===== src/rtl/scp_pkg.sv =====
package scp_pkg;

    localparam int SCP_INC1_W = 12;
    localparam int SCP_MOD_W  = 15;
    localparam int SCP_LVL_W  = 8;
    localparam int SCP_FCNT_W = 3;
    localparam int SCP_DATA_W = 32;
    localparam int SCP_ADDR_W = 2;

    typedef enum logic [1:0] {
        CLR_EVERY_2 = 2'd0,
        CLR_EVERY_4 = 2'd1,
        CLR_EVERY_8 = 2'd2,
        CLR_NEVER   = 2'd3
    } scp_clr_mode_e;

    localparam logic [SCP_ADDR_W-1:0] ADDR_CTRL = 2'd0;
    localparam logic [SCP_ADDR_W-1:0] ADDR_MID  = 2'd1;
    localparam logic [SCP_ADDR_W-1:0] ADDR_FINE = 2'd2;

endpackage


===== src/rtl/scp_cfg_regs.sv =====
module scp_cfg_regs
    import scp_pkg::*;
#(
    parameter int INC1_W = SCP_INC1_W,
    parameter int MOD_W  = SCP_MOD_W,
    parameter int LVL_W  = SCP_LVL_W,
    parameter int DATA_W = SCP_DATA_W,
    parameter int ADDR_W = SCP_ADDR_W
) (
    input  logic              clk,
    input  logic              rst_n,
    input  logic              wr_en_i,
    input  logic [ADDR_W-1:0] wr_addr_i,
    input  logic [DATA_W-1:0] wr_data_i,
    output logic [INC1_W-1:0] inc1_o,
    output logic [LVL_W-1:0]  lvl_o,
    output scp_clr_mode_e     mode_o,
    output logic [2:0]        en_o,       // [0]=coarse [1]=middle [2]=fine
    output logic [MOD_W-1:0]  inc_mid_o,
    output logic [MOD_W-1:0]  size_mid_o,
    output logic [MOD_W-1:0]  inc_fine_o,
    output logic [MOD_W-1:0]  size_fine_o
);

    localparam int LVL_LSB  = INC1_W;
    localparam int MODE_LSB = LVL_LSB + LVL_W;
    localparam int EN_LSB   = MODE_LSB + 2;
    localparam int SIZE_LSB = DATA_W / 2;

    typedef struct packed {
        logic [2:0]        en;
        scp_clr_mode_e     mode;
        logic [LVL_W-1:0]  lvl;
        logic [INC1_W-1:0] inc1;
        logic [MOD_W-1:0]  inc_mid;
        logic [MOD_W-1:0]  size_mid;
        logic [MOD_W-1:0]  inc_fine;
        logic [MOD_W-1:0]  size_fine;
    } cfg_t;

    cfg_t cfg_d, cfg_q;

    always_comb begin
        cfg_d = cfg_q;
        if (wr_en_i) begin
            case (wr_addr_i)
                ADDR_CTRL: begin
                    cfg_d.inc1 = wr_data_i[INC1_W-1:0];
                    cfg_d.lvl  = wr_data_i[LVL_LSB +: LVL_W];
                    cfg_d.mode = scp_clr_mode_e'(wr_data_i[MODE_LSB +: 2]);
                    cfg_d.en   = wr_data_i[EN_LSB +: 3];
                end
                ADDR_MID: begin
                    cfg_d.inc_mid  = wr_data_i[MOD_W-1:0];
                    cfg_d.size_mid = wr_data_i[SIZE_LSB +: MOD_W];
                end
                ADDR_FINE: begin
                    cfg_d.inc_fine  = wr_data_i[MOD_W-1:0];
                    cfg_d.size_fine = wr_data_i[SIZE_LSB +: MOD_W];
                end
                default: cfg_d = cfg_q;
            endcase
        end
    end

    always_ff @(posedge clk or negedge rst_n) begin
        if (!rst_n) cfg_q <= '0;
        else        cfg_q <= cfg_d;
    end

    logic unused_bits;
    assign unused_bits = ^{wr_data_i[DATA_W-1:EN_LSB+3], wr_data_i[SIZE_LSB-1:MOD_W],
                           wr_data_i[DATA_W-1:SIZE_LSB+MOD_W]};

    assign inc1_o      = cfg_q.inc1;
    assign lvl_o       = cfg_q.lvl;
    assign mode_o      = cfg_q.mode;
    assign en_o        = cfg_q.en;
    assign inc_mid_o   = cfg_q.inc_mid;
    assign size_mid_o  = cfg_q.size_mid;
    assign inc_fine_o  = cfg_q.inc_fine;
    assign size_fine_o = cfg_q.size_fine;


    addr3_ignored_chk: assert property (@(posedge clk) disable iff (!rst_n)
        (wr_en_i && wr_addr_i == 2'd3) |=> (cfg_q == $past(cfg_q)));

endmodule


===== src/rtl/scp_field_ctr.sv =====
module scp_field_ctr
    import scp_pkg::*;
#(
    parameter int FCNT_W = SCP_FCNT_W
) (
    input  logic          clk,
    input  logic          rst_n,
    input  logic          field_start_i,
    input  scp_clr_mode_e mode_i,
    output logic          clr_o
);

    typedef struct packed {
        logic [FCNT_W-1:0] cnt;
    } fstate_t;

    fstate_t st_d, st_q;
    logic [FCNT_W-1:0] cnt_nxt;
    logic              boundary;

    always_comb begin
        st_d     = st_q;
        cnt_nxt  = st_q.cnt + 1'b1;
        boundary = 1'b0;
        case (mode_i)
            CLR_EVERY_2: boundary = (cnt_nxt[0]   == 1'b0);
            CLR_EVERY_4: boundary = (cnt_nxt[1:0] == 2'b00);
            CLR_EVERY_8: boundary = (cnt_nxt[2:0] == 3'b000);
            default:     boundary = 1'b0;
        endcase
        clr_o = field_start_i && boundary;
        if (field_start_i) st_d.cnt = cnt_nxt;
    end

    always_ff @(posedge clk or negedge rst_n) begin
        if (!rst_n) st_q <= '0;
        else        st_q <= st_d;
    end


    field_count_chk: assert property (@(posedge clk) disable iff (!rst_n)
        field_start_i |=> (st_q.cnt == FCNT_W'($past(st_q.cnt) + 1'b1)));


    field_hold_chk: assert property (@(posedge clk) disable iff (!rst_n)
        !field_start_i |=> $stable(st_q.cnt));


    never_clear_chk: assert property (@(posedge clk) disable iff (!rst_n)
        (mode_i == CLR_NEVER) |-> !clr_o);

endmodule


===== src/rtl/scp_mod_stage.sv =====
module scp_mod_stage #(
    parameter int W = 15
) (
    input  logic         clk,
    input  logic         rst_n,
    input  logic         step_i,
    input  logic         en_i,
    input  logic         clr_i,
    input  logic [W-1:0] inc_i,
    input  logic [W-1:0] size_i,
    input  logic         cin_i,
    output logic [W-1:0] acc_o,
    output logic         carry_o
);

    typedef struct packed {
        logic [W-1:0] acc;
    } mstate_t;

    mstate_t st_d, st_q;
    logic [W:0] sum;
    logic       wrap;

    always_comb begin
        st_d    = st_q;
        sum     = {1'b0, st_q.acc} + {1'b0, inc_i} + {{W{1'b0}}, cin_i};
        wrap    = (sum >= {1'b0, size_i});
        carry_o = 1'b0;
        if (clr_i) begin
            st_d.acc = '0;
        end else if (step_i && en_i) begin
            carry_o  = wrap;
            st_d.acc = wrap ? W'(sum - {1'b0, size_i}) : sum[W-1:0];
        end
    end

    always_ff @(posedge clk or negedge rst_n) begin
        if (!rst_n) st_q <= '0;
        else        st_q <= st_d;
    end

    assign acc_o = st_q.acc;


    stage_hold_chk: assert property (@(posedge clk) disable iff (!rst_n)
        (!en_i && !clr_i) |=> $stable(acc_o));


    no_carry_off_chk: assert property (@(posedge clk) disable iff (!rst_n)
        (!en_i || !step_i) |-> !carry_o);


    stage_clear_chk: assert property (@(posedge clk) disable iff (!rst_n)
        clr_i |=> (acc_o == '0));

endmodule


===== src/rtl/subcarrier_phase_gen.sv =====
module subcarrier_phase_gen
    import scp_pkg::*;
#(
    parameter int INC1_W  = SCP_INC1_W,
    parameter int MOD_W   = SCP_MOD_W,
    parameter int LVL_W   = SCP_LVL_W,
    parameter int PHASE_W = 8,
    parameter int FCNT_W  = SCP_FCNT_W,
    parameter int DATA_W  = SCP_DATA_W,
    parameter int ADDR_W  = SCP_ADDR_W
) (
    input  logic               clk,
    input  logic               rst_n,
    input  logic               pix_en_i,
    input  logic               field_start_i,
    input  logic               cfg_we_i,
    input  logic [ADDR_W-1:0]  cfg_addr_i,
    input  logic [DATA_W-1:0]  cfg_wdata_i,
    output logic [PHASE_W-1:0] phase_o,
    output logic [LVL_W-1:0]   burst_lvl_o
);

    localparam int NMOD = 2;   // index 0 = fine stage, 1 = middle stage

    logic [INC1_W-1:0] inc1;
    scp_clr_mode_e     mode;
    logic [2:0]        en;
    logic [MOD_W-1:0]  inc_mid, size_mid, inc_fine, size_fine;
    logic              clr;

    logic [MOD_W-1:0]  m_inc  [NMOD];
    logic [MOD_W-1:0]  m_size [NMOD];
    logic              m_en   [NMOD];
    logic [MOD_W-1:0]  m_acc  [NMOD];
    logic [NMOD:0]     chain;

    scp_cfg_regs #(
        .INC1_W(INC1_W), .MOD_W(MOD_W), .LVL_W(LVL_W),
        .DATA_W(DATA_W), .ADDR_W(ADDR_W)
    ) i_regs (
        .clk         (clk),
        .rst_n       (rst_n),
        .wr_en_i     (cfg_we_i),
        .wr_addr_i   (cfg_addr_i),
        .wr_data_i   (cfg_wdata_i),
        .inc1_o      (inc1),
        .lvl_o       (burst_lvl_o),
        .mode_o      (mode),
        .en_o        (en),
        .inc_mid_o   (inc_mid),
        .size_mid_o  (size_mid),
        .inc_fine_o  (inc_fine),
        .size_fine_o (size_fine)
    );

    scp_field_ctr #(.FCNT_W(FCNT_W)) i_field (
        .clk           (clk),
        .rst_n         (rst_n),
        .field_start_i (field_start_i),
        .mode_i        (mode),
        .clr_o         (clr)
    );

    assign m_inc[0]  = inc_fine;
    assign m_size[0] = size_fine;
    assign m_en[0]   = en[2];
    assign m_inc[1]  = inc_mid;
    assign m_size[1] = size_mid;
    assign m_en[1]   = en[1];
    assign chain[0]  = 1'b0;

    genvar g;
    generate
        for (g = 0; g < NMOD; g++) begin : g_mod
            scp_mod_stage #(.W(MOD_W)) i_stage (
                .clk     (clk),
                .rst_n   (rst_n),
                .step_i  (pix_en_i),
                .en_i    (m_en[g]),
                .clr_i   (clr),
                .inc_i   (m_inc[g]),
                .size_i  (m_size[g]),
                .cin_i   (chain[g]),
                .acc_o   (m_acc[g]),
                .carry_o (chain[g+1])
            );
        end
    endgenerate

    typedef struct packed {
        logic [INC1_W-1:0] acc;
    } cstate_t;

    cstate_t st_d, st_q;

    always_comb begin
        st_d = st_q;
        if (clr) begin
            st_d.acc = '0;
        end else if (pix_en_i && en[0]) begin
            st_d.acc = st_q.acc + inc1 + {{(INC1_W-1){1'b0}}, chain[NMOD]};
        end
    end

    always_ff @(posedge clk or negedge rst_n) begin
        if (!rst_n) st_q <= '0;
        else        st_q <= st_d;
    end

    assign phase_o = st_q.acc[INC1_W-1 -: PHASE_W];

    logic unused_acc;
    assign unused_acc = ^{m_acc[0], m_acc[1]};


    phase_hold_chk: assert property (@(posedge clk) disable iff (!rst_n)
        (!pix_en_i && !clr) |=> $stable(phase_o));


    phase_clear_chk: assert property (@(posedge clk) disable iff (!rst_n)
        clr |=> (phase_o == '0));


    coarse_off_chk: assert property (@(posedge clk) disable iff (!rst_n)
        (!en[0] && !clr) |=> $stable(phase_o));

endmodule


===== config.mk =====
export PLATFORM = sky130hd
export DESIGN_NAME = subcarrier_phase_gen
export DESIGN_NICKNAME = d
export VERILOG_FILES = /design/src/rtl/scp_pkg.sv /design/src/rtl/scp_cfg_regs.sv /design/src/rtl/scp_field_ctr.sv /design/src/rtl/scp_mod_stage.sv /design/src/rtl/subcarrier_phase_gen.sv
export SDC_FILE = /design/constraint.sdc
export NUM_CORES = 1
export LEC_CHECK = 0
export CAP_MARGIN = 20
export CORE_UTILIZATION = 40
export CTS_BUF_LIST = sky130_fd_sc_hd__clkbuf_2
export CTS_CLUSTER_SIZE = 30
export DETAILED_ROUTE_END_ITERATION = 7
export DONT_BUFFER_PORTS = 1
export GPL_ROUTABILITY_DRIVEN = 0
export PLACE_DENSITY = 0.55
export SYNTH_ARGS = -nofsm -noshare
export SYNTH_HDL_FRONTEND = slang
export SYNTH_SLANG_ARGS = --single-unit

===== constraint.sdc =====
create_clock -name clk -period 10.1 [get_ports clk]
set_input_delay 1.01 -clock clk [delete_from_list [all_inputs] [get_ports clk]]
set_output_delay 1.01 -clock clk [all_outputs]
set_load 0.05 [all_outputs]

# Yosys cells after proc, flatten, opt, wreduce, memory -nomap -nowiden
# Cells that the tools add are included.
[classes] n_lt_le_gt_ge=2 n_mux=13 eq_ne=4 reduce_logical=14 add_sub_neg=8 n_bitwise=1
[ops] cell="$mux 15" count=6
[ops] cell="$add 15x15->16" count=2
[ops] cell="$ge 16x15->1" count=2
[ops] cell="$sub 15x15->15" count=2
[ops] cell="$mux 12" count=2
[ops] cell="$add 16x1->16" count=1
[ops] cell="$add 12x1->12" count=1
[ops] cell="$add 12x12->12" count=1
[ops] cell="$logic_not 2->1" count=3
[ops] cell="$reduce_and 2->1" count=3
[ops] cell="$reduce_bool 2->1" count=3
[ops] cell="$eq 2x1->1 const B" count=2
[ops] cell="$eq 2x2->1 const B" count=2
[ops] cell="$logic_and 1x1->1" count=4
[ops] cell="$mux 1" count=4
[ops] cell="$add 3x1->3 const B" count=1
[ops] cell="$logic_not 3->1" count=1
[ops] cell="$pmux 1 s3" count=1
[ops] cell="$not 1->1" count=1
[totals] out_inout_bits=16 wordCells=54 register_bits=130

# Logic depth before layout (Yosys ltp)
# Gate-level depths: netlist of the first run.
[depth] word_depth=12 depth_mapped=44 ltp_nobuf=42

# Cells and area by module
# From an unflattened synthesis of the first run, not the netlist that was laid out.
[hier_totals] hier_cells=850 area_unflattened_um2=8881.0
[by_module_without_submodules] mod="scp_cfg_regs" n_inst=1 cells_each=181 area_per_inst_um2=3170.5 seq_area_each_um2=2127.0
[by_module_without_submodules] mod="scp_mod_stage at g_mod[1].i_stage" n_inst=1 cells_each=260 area_per_inst_um2=2253.4 seq_area_each_um2=375.4
[by_module_without_submodules] mod="scp_mod_stage at g_mod[0].i_stage" n_inst=1 cells_each=269 area_per_inst_um2=2164.6 seq_area_each_um2=375.4
[by_module_without_submodules] mod="subcarrier_phase_gen" n_inst=1 cells_each=128 area_per_inst_um2=1132.3 seq_area_each_um2=300.3
[by_module_without_submodules] mod="scp_field_ctr" n_inst=1 cells_each=12 area_per_inst_um2=160.2 seq_area_each_um2=75.1

# Worst setup path before layout of the first run
# No wires, ideal clock.
[synth_timing] kind="reg2reg" from="reg g_mod[0].i_stage.st_q (netlist bit g_mod[0].i_stage.acc_o[0])" to="reg st_q[10] in the netlist's numbering" t_required_ps=10013 setup_slack_ps=1285 t_arrival_ps=8728 synth_period_minus_slack_ps=8815 setup_ps=87 path_buffers=2 stages_incl_launch_ff=43 path_cell_list="dfrtp_1 > ha_1 > inv_1 > fa_1 > nor2b_1 > o31ai_1 > a211oi_1 > a2111oi_0 > xnor2_1 > ha_1 > or3_1 > o21ai_0 > a21oi_2 > nor3_1 > o31a_1 > buf_4 > nand2b_1 > inv_1 > [... 7 more ...] > nand4_1 > a211oi_1 > o221ai_1 > a21oi_1 > o221ai_1 > o211ai_2 > buf_4 > nand2b_1 > fa_1 > fa_1 > nor2b_1 > o21ai_0 > a21boi_1 > o21ai_0 > a21boi_1 > o2111ai_1 > a2111o_1 > o211ai_1"
[synth_via] elab_chain_len=11
[synth_rtl] element="start, declared" line="scp_mod_stage.sv:20" rtl="mstate_t st_d, st_q;"
[synth_rtl] element="start signal, assigned" line="scp_mod_stage.sv:39" rtl="else st_q <= st_d;"
[synth_rtl] element="$add 15x15->16" line="scp_mod_stage.sv:26" rtl="sum = {1'b0, st_q.acc} + {1'b0, inc_i} + {{W{1'b0}}, cin_i};"
[synth_rtl] element="$ge 16x15->1" line="scp_mod_stage.sv:27" rtl="wrap = (sum >= {1'b0, size_i});"
[synth_rtl] element="$mux 1" line="scp_mod_stage.sv:31" rtl="end else if (step_i && en_i) begin"
[synth_rtl] element="$mux 1" line="scp_mod_stage.sv:29" rtl="if (clr_i) begin"
[synth_rtl] element="$add 16x1->16" line="scp_mod_stage.sv:26"
[synth_rtl] element="$ge 16x15->1" line="scp_mod_stage.sv:27"
[synth_rtl] element="$mux 1" line="scp_mod_stage.sv:31"
[synth_rtl] element="$mux 1" line="scp_mod_stage.sv:29"
[synth_rtl] element="$add 12x1->12" line="subcarrier_phase_gen.sv:101" rtl="st_d.acc = st_q.acc + inc1 + {{(INC1_W-1){1'b0}}, chain[NMOD]};"
[synth_rtl] element="$mux 12" line="subcarrier_phase_gen.sv:100" rtl="end else if (pix_en_i && en[0]) begin"
[synth_rtl] element="$mux 12" line="subcarrier_phase_gen.sv:98" rtl="if (clr) begin"
[synth_rtl] element="end signal, assigned" line="subcarrier_phase_gen.sv:107" rtl="else st_q <= st_d;"
[synth_rtl] element="end, declared" line="subcarrier_phase_gen.sv:94" rtl="cstate_t st_d, st_q;"
# No other way between the ends. The select of a mux whose other input is x is not followed.
# A chain may end at the register's enable or synchronous reset.

# Final worst setup path of the first run
# Ends and elaborated chain as after synthesis.

==> results of run 1 <==
## per-stage QoR
step / hold WS [ns] / cell area, um^2 / setup TNS [ns] / worst slack (ns)
after CTS: 0.200 / 9020 / 0 / 0.138
after detailed placement: 0.487 / 8730 / 0 / 0.208
after global placement: 0.473 / 8730 / 0 / 0.445
after global routing: 0.156 / 9110 / -0.0304 / -0.0176
final: 0.193 / 9110 / 0 / 0.601
after floorplan: 0.456 / 8470 / 0 / 1.29
## path summary, 6_finish.rpt
check / end / cells past startpoint / slack [ns]
hold reg to reg: g_mod[1].i_stage.acc_o[3]$_DFFE_PN0P_ / 2 / 0.53
hold / removal: i_regs.inc_fine_o[5]$_DFFE_PN0P_ / 1 / 0.19
setup / recovery: st_q[10]$_DFFE_PN0P_ / 40 / 0.60
max in group asynchronous: g_mod[0].i_stage.acc_o[12]$_DFFE_PN0P_ / 1 / 9.31
min in group clk: i_field.st_q[0]$_DFFE_PN0P_ / 1 / 0.36
setup reg to reg: st_q[10]$_DFFE_PN0P_ / 40 / 0.60
## placed cells by master, fill, tap and decap left out, types with 19 or more instances in the layout
cell type	synthesis	final
inv_1	50	50
o21ai_0	22	22
nand2_1	53	53
o21ai_1	25	25
a21oi_1	42	41
nor2_1	34	34
xor2_1	19	19
xnor2_1	32	32
dfrtp_1	130	130
ha_1	71	70
mux2_2	85	85
mux2i_1	24	24
## layout make-up
cell class / instances / area (um^2) / share of cell area [%]
Clock inverter: 14 / 178 / 1.95
Inverter: 50 / 188 / 2.06
Multi-Input combinational cell: 612 / 4940 / 54.3
Sequential cell: 130 / 3250 / 35.7
Tap cell: 270 / 338 / 3.71
Timing Repair Buffer: 14 / 125 / 1.37
Clock buffer: 17 / 85.1 / 0.934
## per-layer routing
layer	routed length (um)	vias up
met5	0	-
met2	10100	128
met1	9680	3151
met4	315	0
met3	701	19
li1	-	2989
## worst reg2reg max path, delay by kind of cell, from the launching register on
family | cells | cell delay, ns
xor+xnor | 1 | 0.10
fa+ha+maj | 8 | 2.93
flops | 1 | 0.40
buf+inv | 3 | 0.30
simple gates | 6 | 1.06
compound gates | 22 | 4.67
## flip-flops by register name (all words and copies together) (netlist names)
name and count:
g_mod.i_stage.acc_o 30, i_regs.inc_fine_o 15, i_regs.inc_mid_o 15, i_regs.size_fine_o 15, i_regs.size_mid_o 15, i_regs.inc1_o 12
st_q 12, i_regs.lvl_o 8, i_field.st_q 3, i_regs.en_o 3, i_regs.mode_o 2
## kinds of logic after synthesis
group | after synthesis
fa+ha+maj | 78
xor+xnor | 51
compound gates | 187
flops | 130
simple gates | 184
buf+inv | 77
mux | 112
## repair_timing
item | 4_1_cts | 5_1_grt
hold buffers | 1 | 0
endpoints found under the hold margin | 130 | 0
endpoints found under the setup margin | 0 | 4
gates resized for setup | 0 | 13
setup buffers | 0 | 5
==> impl_metrics.env, run 1 <==
export IMPL_drtPass1Iterations=5
export IMPL_coreArea_um2=20500
export IMPL_layout_min_cycle_time_ns=9.50
export IMPL_clk_pin_slew_ns=0.24
export IMPL_synth_area_top_cells="dfrtp_1 38%, mux2_2 11%, ha_1 10%"
export IMPL_seq_area_frac_synth_pct=38.4
export IMPL_dieHeight_um=148
export IMPL_worstSkewPairLatency_ns=0.72
export IMPL_numCtsBuffers=17
export IMPL_syn_nets=936
export IMPL_crit_type="reg2reg"
export IMPL_fillers=1962
export IMPL_slowest_delay_ns=0.44
export IMPL_critPathTopFamily="compound AO/OA/AOI/OAI gates"
export IMPL_grt_pass1_vias=6427
export IMPL_yosysWarnings=0
export IMPL_r2r_start="g_mod[0].i_stage.acc_o[0]$_DFFE_PN0P_"
export IMPL_synth_compound_area_share_pct=14.8
export IMPL_synth_top_family_by_area="compound AO/OA/AOI/OAI gates"
export IMPL_cp_arrival_ns=10.17
export IMPL_grt_start_max_net_pins=131
export IMPL_crit_top_cell="fa_1"
export IMPL_startpoint_type="register"
export IMPL_wirelength_mm=20.8
export IMPL_ys_types=64
export IMPL_setup_viol=0
export IMPL_final_nets=942
export IMPL_layout_drive_gt1_share_pct=18.4
export IMPL_num_rows=52
export IMPL_final_core_util_pct=44.4
export IMPL_syn_inst=819
export IMPL_grt_util_all_layers_pct=20.1
export IMPL_hp_class="in2async"
export IMPL_synthFlopType="dfrtp_1"
export IMPL_fin_skew_ns=0.0400
export IMPL_cap_viol_max_count=0
export IMPL_end_kind="register"
export IMPL_grt_use_met3_pct=3.64
export IMPL_use_met2_pct=33.4
export IMPL_max_freq_ghz=0.105
export IMPL_yosys_mux_area_fraction_pct=14.5
export IMPL_layout_worst_path_cycle_share_pct=94.0
export IMPL_synth_common_cells="130 x dfrtp_1, 85 x mux2_2, 71 x ha_1"
export IMPL_numPortBuffers=0
export IMPL_detailed_place_hpwl_mm=15.3
export IMPL_max_clock_path_buffers=2
export IMPL_start_util_pct=41.3
export IMPL_cts_tree="yes"
export IMPL_io_pins=55
export IMPL_crit_slowest_cell="fa_1"
export IMPL_required_ns=10.77
export IMPL_ant_nets=0
export IMPL_grt_pass1_wl_mm=34.0
export IMPL_drt_initial_drc_count=387
export IMPL_synthArstFlopShare_pct=100
export IMPL_worst_pin_slew_ns=0.774
export IMPL_ys_ff_latch=130
export IMPL_synth_edf_count=0
export IMPL_gr_total_overflow=0
export IMPL_status="complete, no violations"
export IMPL_die_area_um2=21800
export IMPL_vias=6287
export IMPL_areaGrowthSynthToFinish_pct=7.55
export IMPL_netlist_area_um2=8470
export IMPL_synth_most_common_cell="dfrtp_1"
export IMPL_crit_path_max_fanout=3
export IMPL_wl_per_cell_um=18.8
export IMPL_clockRootBuffer="clkbuf_2"
export IMPL_dp_cells=1070
export IMPL_clock_sinks=130
export IMPL_hold_violations=0
export IMPL_synth_xor_area_share_pct=5.27
export IMPL_met1_usage_pct=26.9
export IMPL_synth_area_per_cell_um2=10.3
export IMPL_synth_top_area_share_pct=38.4
export IMPL_path_buf_inv=3
export IMPL_die_width_um=148
export IMPL_post_synth_top_area_cell="dfrtp_1"
export IMPL_htreeDepth=4
export IMPL_drc=0
export IMPL_synthAdderAreaFrac_pct=12.1
export IMPL_diodes=0
export IMPL_via_per_inst=5.68
export IMPL_top_usage_layer="met2"
export IMPL_stdcell_count=1107
export IMPL_antenna_found_initial=1
export IMPL_startpoint="g_mod[0].i_stage.acc_o[0]$_DFFE_PN0P_"
export IMPL_slew_headroom_pct=48.3
export IMPL_slew_viol_final=0
export IMPL_synthSimpleGateAreaFrac_pct=10.9
Power of run 1 is left out: the tool's default activity adds up to more than one toggle a clock period on the data nets, which glitch-free logic cannot reach.
==> inputs of run 2 (changes only) <==
- CTS_CLUSTER_DIAMETER: default -> 150
- GPL_ROUTABILITY_DRIVEN: 0 -> 1
- PLACE_DENSITY: 0.55 -> default
==> run 2 against run 1 <==
Net effect: worst hold slack improved by 0.028 ns; die area did not move; design area fell by 0.56%; clock skew fell by 0.012 ns; non-clock buffer count fell by 6; flip-flop and latch count did not move; critical path depth did not move; count of clock-buffer cells in the layout rose by 1; via count fell by 4.3%.
==> impl_metrics.env, run 2 (synthesis results as in run 1) <==
export IMPL_status="complete, no violations"
export IMPL_clk_pin_slew_ns=0.20
export IMPL_fillers=1965
export IMPL_die_area_um2=21800
export IMPL_via_per_inst=5.46
export IMPL_antenna_found_initial=1
export IMPL_setup_viol=0
export IMPL_crit_top_cell="fa_1"
export IMPL_worstSkewPairLatency_ns=0.72
export IMPL_r2r_start="g_mod[0].i_stage.acc_o[0]$_DFFE_PN0P_"
export IMPL_drc=0
export IMPL_dpl_cell_area_um2=8720
export IMPL_max_clock_path_buffers=2
export IMPL_slowest_delay_ns=0.45
export IMPL_r2r_setup_slack_ns=0.70
export IMPL_power_total_uw=3540
export IMPL_htreeDepth=4
export IMPL_final_nets=936
export IMPL_wl_per_cell_um=17.6
export IMPL_setup_tns_ns=0
export IMPL_clock_sinks=130
export IMPL_end_kind="register"
export IMPL_numCtsBuffers=17
export IMPL_fin_skew_ns=0.0277
export IMPL_ant_nets=0
export IMPL_required_ns=10.75
export IMPL_detailed_place_hpwl_mm=14.3
export IMPL_clockRootBuffer="clkbuf_2"
export IMPL_place_congestion=0.865
export IMPL_numPortBuffers=0
export IMPL_dieHeight_um=148
export IMPL_largest_reg_flops=30
export IMPL_wirelength_mm=19.4
export IMPL_coreArea_um2=20500
export IMPL_grt_pass1_vias=6092
export IMPL_io_pins=55
export IMPL_max_freq_ghz=0.106
export IMPL_grt_util_all_layers_pct=18.9
export IMPL_r2r_cells=40
export IMPL_areaGrowthSynthToFinish_pct=6.94
export IMPL_ir_drop_mv=0.131
export IMPL_grt_start_max_net_pins=131
export IMPL_layout_min_cycle_time_ns=9.40
export IMPL_layout_common_cells="130 x dfrtp_1, 85 x mux2_2, 71 x ha_1"
export IMPL_hp_class="in2async"
export IMPL_path_buf_inv=2
export IMPL_p_leak_uw=0.00413
export IMPL_power_density_nw_per_um2=391
export IMPL_hold_violations=0
export IMPL_crit_path_max_fanout=6
export IMPL_drtPass1Iterations=4
export IMPL_cap_viol_max_count=0
export IMPL_cts_tree="yes"
export IMPL_drt_initial_drc_count=286
export IMPL_final_area_um2=9060
export IMPL_start_util_pct=41.3
export IMPL_vias=6019
export IMPL_final_common_cell="dfrtp_1"
export IMPL_layout_drive_gt1_share_pct=17.2
export IMPL_layout_worst_path_cycle_share_pct=93.1
export IMPL_die_width_um=148
export IMPL_num_rows=52
export IMPL_final_core_util_pct=44.2
export IMPL_critPathTopFamily="compound AO/OA/AOI/OAI gates"
export IMPL_r2r_end="st_q[10]$_DFFE_PN0P_"
export IMPL_slew_viol_final=0
export IMPL_cp_arrival_ns=10.06
export IMPL_crit_slowest_cell="a2111oi_1"
export IMPL_gr_total_overflow=0
export IMPL_startpoint_type="register"
export IMPL_grt_pass1_wl_mm=31.8
export IMPL_slew_headroom_pct=48.1
export IMPL_crit_type="reg2reg"
export IMPL_worst_pin_slew_ns=0.776
-- run 2: worst max path at each step --
stage	startpoint	end	slack (ns)	cells past startpoint
6_report	g_mod[0].i_stage.acc_o[0]$_DFFE_PN0P_	st_q[10]$_DFFE_PN0P_	0.70	40
5_1_grt	g_mod[0].i_stage.acc_o[0]$_DFFE_PN0P_	st_q[10]$_DFFE_PN0P_	-0.003	40
4_1_cts	g_mod[0].i_stage.acc_o[0]$_DFFE_PN0P_	st_q[8]$_DFFE_PN0P_	0.28	40
3_5_place_dp	g_mod[0].i_stage.acc_o[0]$_DFFE_PN0P_	st_q[8]$_DFFE_PN0P_	0.35	40
3_3_place_gp	g_mod[0].i_stage.acc_o[0]$_DFFE_PN0P_	st_q[10]$_DFFE_PN0P_	0.41	40
2_1_floorplan	g_mod[0].i_stage.acc_o[0]$_DFFE_PN0P_	st_q[10]$_DFFE_PN0P_	1.29	42
-- run 2: report_power, final --
group          leakage (uW)  internal, uW  total [uW]  switching [uW]
Clock              0.000160           164         371             207
Sequential          0.00158           663         824             161
Combinational       0.00239          1070        2350            1270
Total               0.00413          1900        3540            1640
-- run 2: through the flow --
step	setup WS [ns]	hold WS [ns]	instances
finish	0.700	0.221	1102
global route	-0.00312	0.195	1102
CTS	0.281	0.216	1101
detailed placement	0.354	0.481	1069
global placement	0.415	0.472	1069
floorplan	1.29	0.456	819
-- run 2: worst reg2reg max path, delay by kind of cell, from the launching register on --
family          cells  cell delay [ns]
compound gates     21             4.36
fa+ha+maj           8             2.81
simple gates        7             1.24
flops               1             0.42
xor+xnor            2             0.37
buf+inv             2             0.15
-- run 2: final cells by class --
class | count | area (um^2) | area share (%)
clock buffers | 18 | 90.1 | 0.995
well taps | 270 | 338 | 3.73
multi-input cells | 612 | 4920 | 54.3
diodes | 1 | 2.50 | 0.0276
flip-flops and latches | 130 | 3250 | 35.9
repair buffers | 8 | 80.1 | 0.884
clock inverters | 13 | 184 | 2.03
inverters | 50 | 188 | 2.07
-- run 2: metal layers --
metal / track usage, % / wire [um]
met4: 6.91 / 454
met5: 0 / 0
met2: 30.1 / 9000
met1: 25.5 / 9510
met3: 3.61 / 481
-- run 2: timing repair --
action                     CTS  global route
hold endpoints to repair   130             0
setup endpoints to repair    0             4
hold buffers                 1             0
buffers inserted             0             0
resized for setup            0             9
No activity file was read; power rests on OpenSTA's default activity.
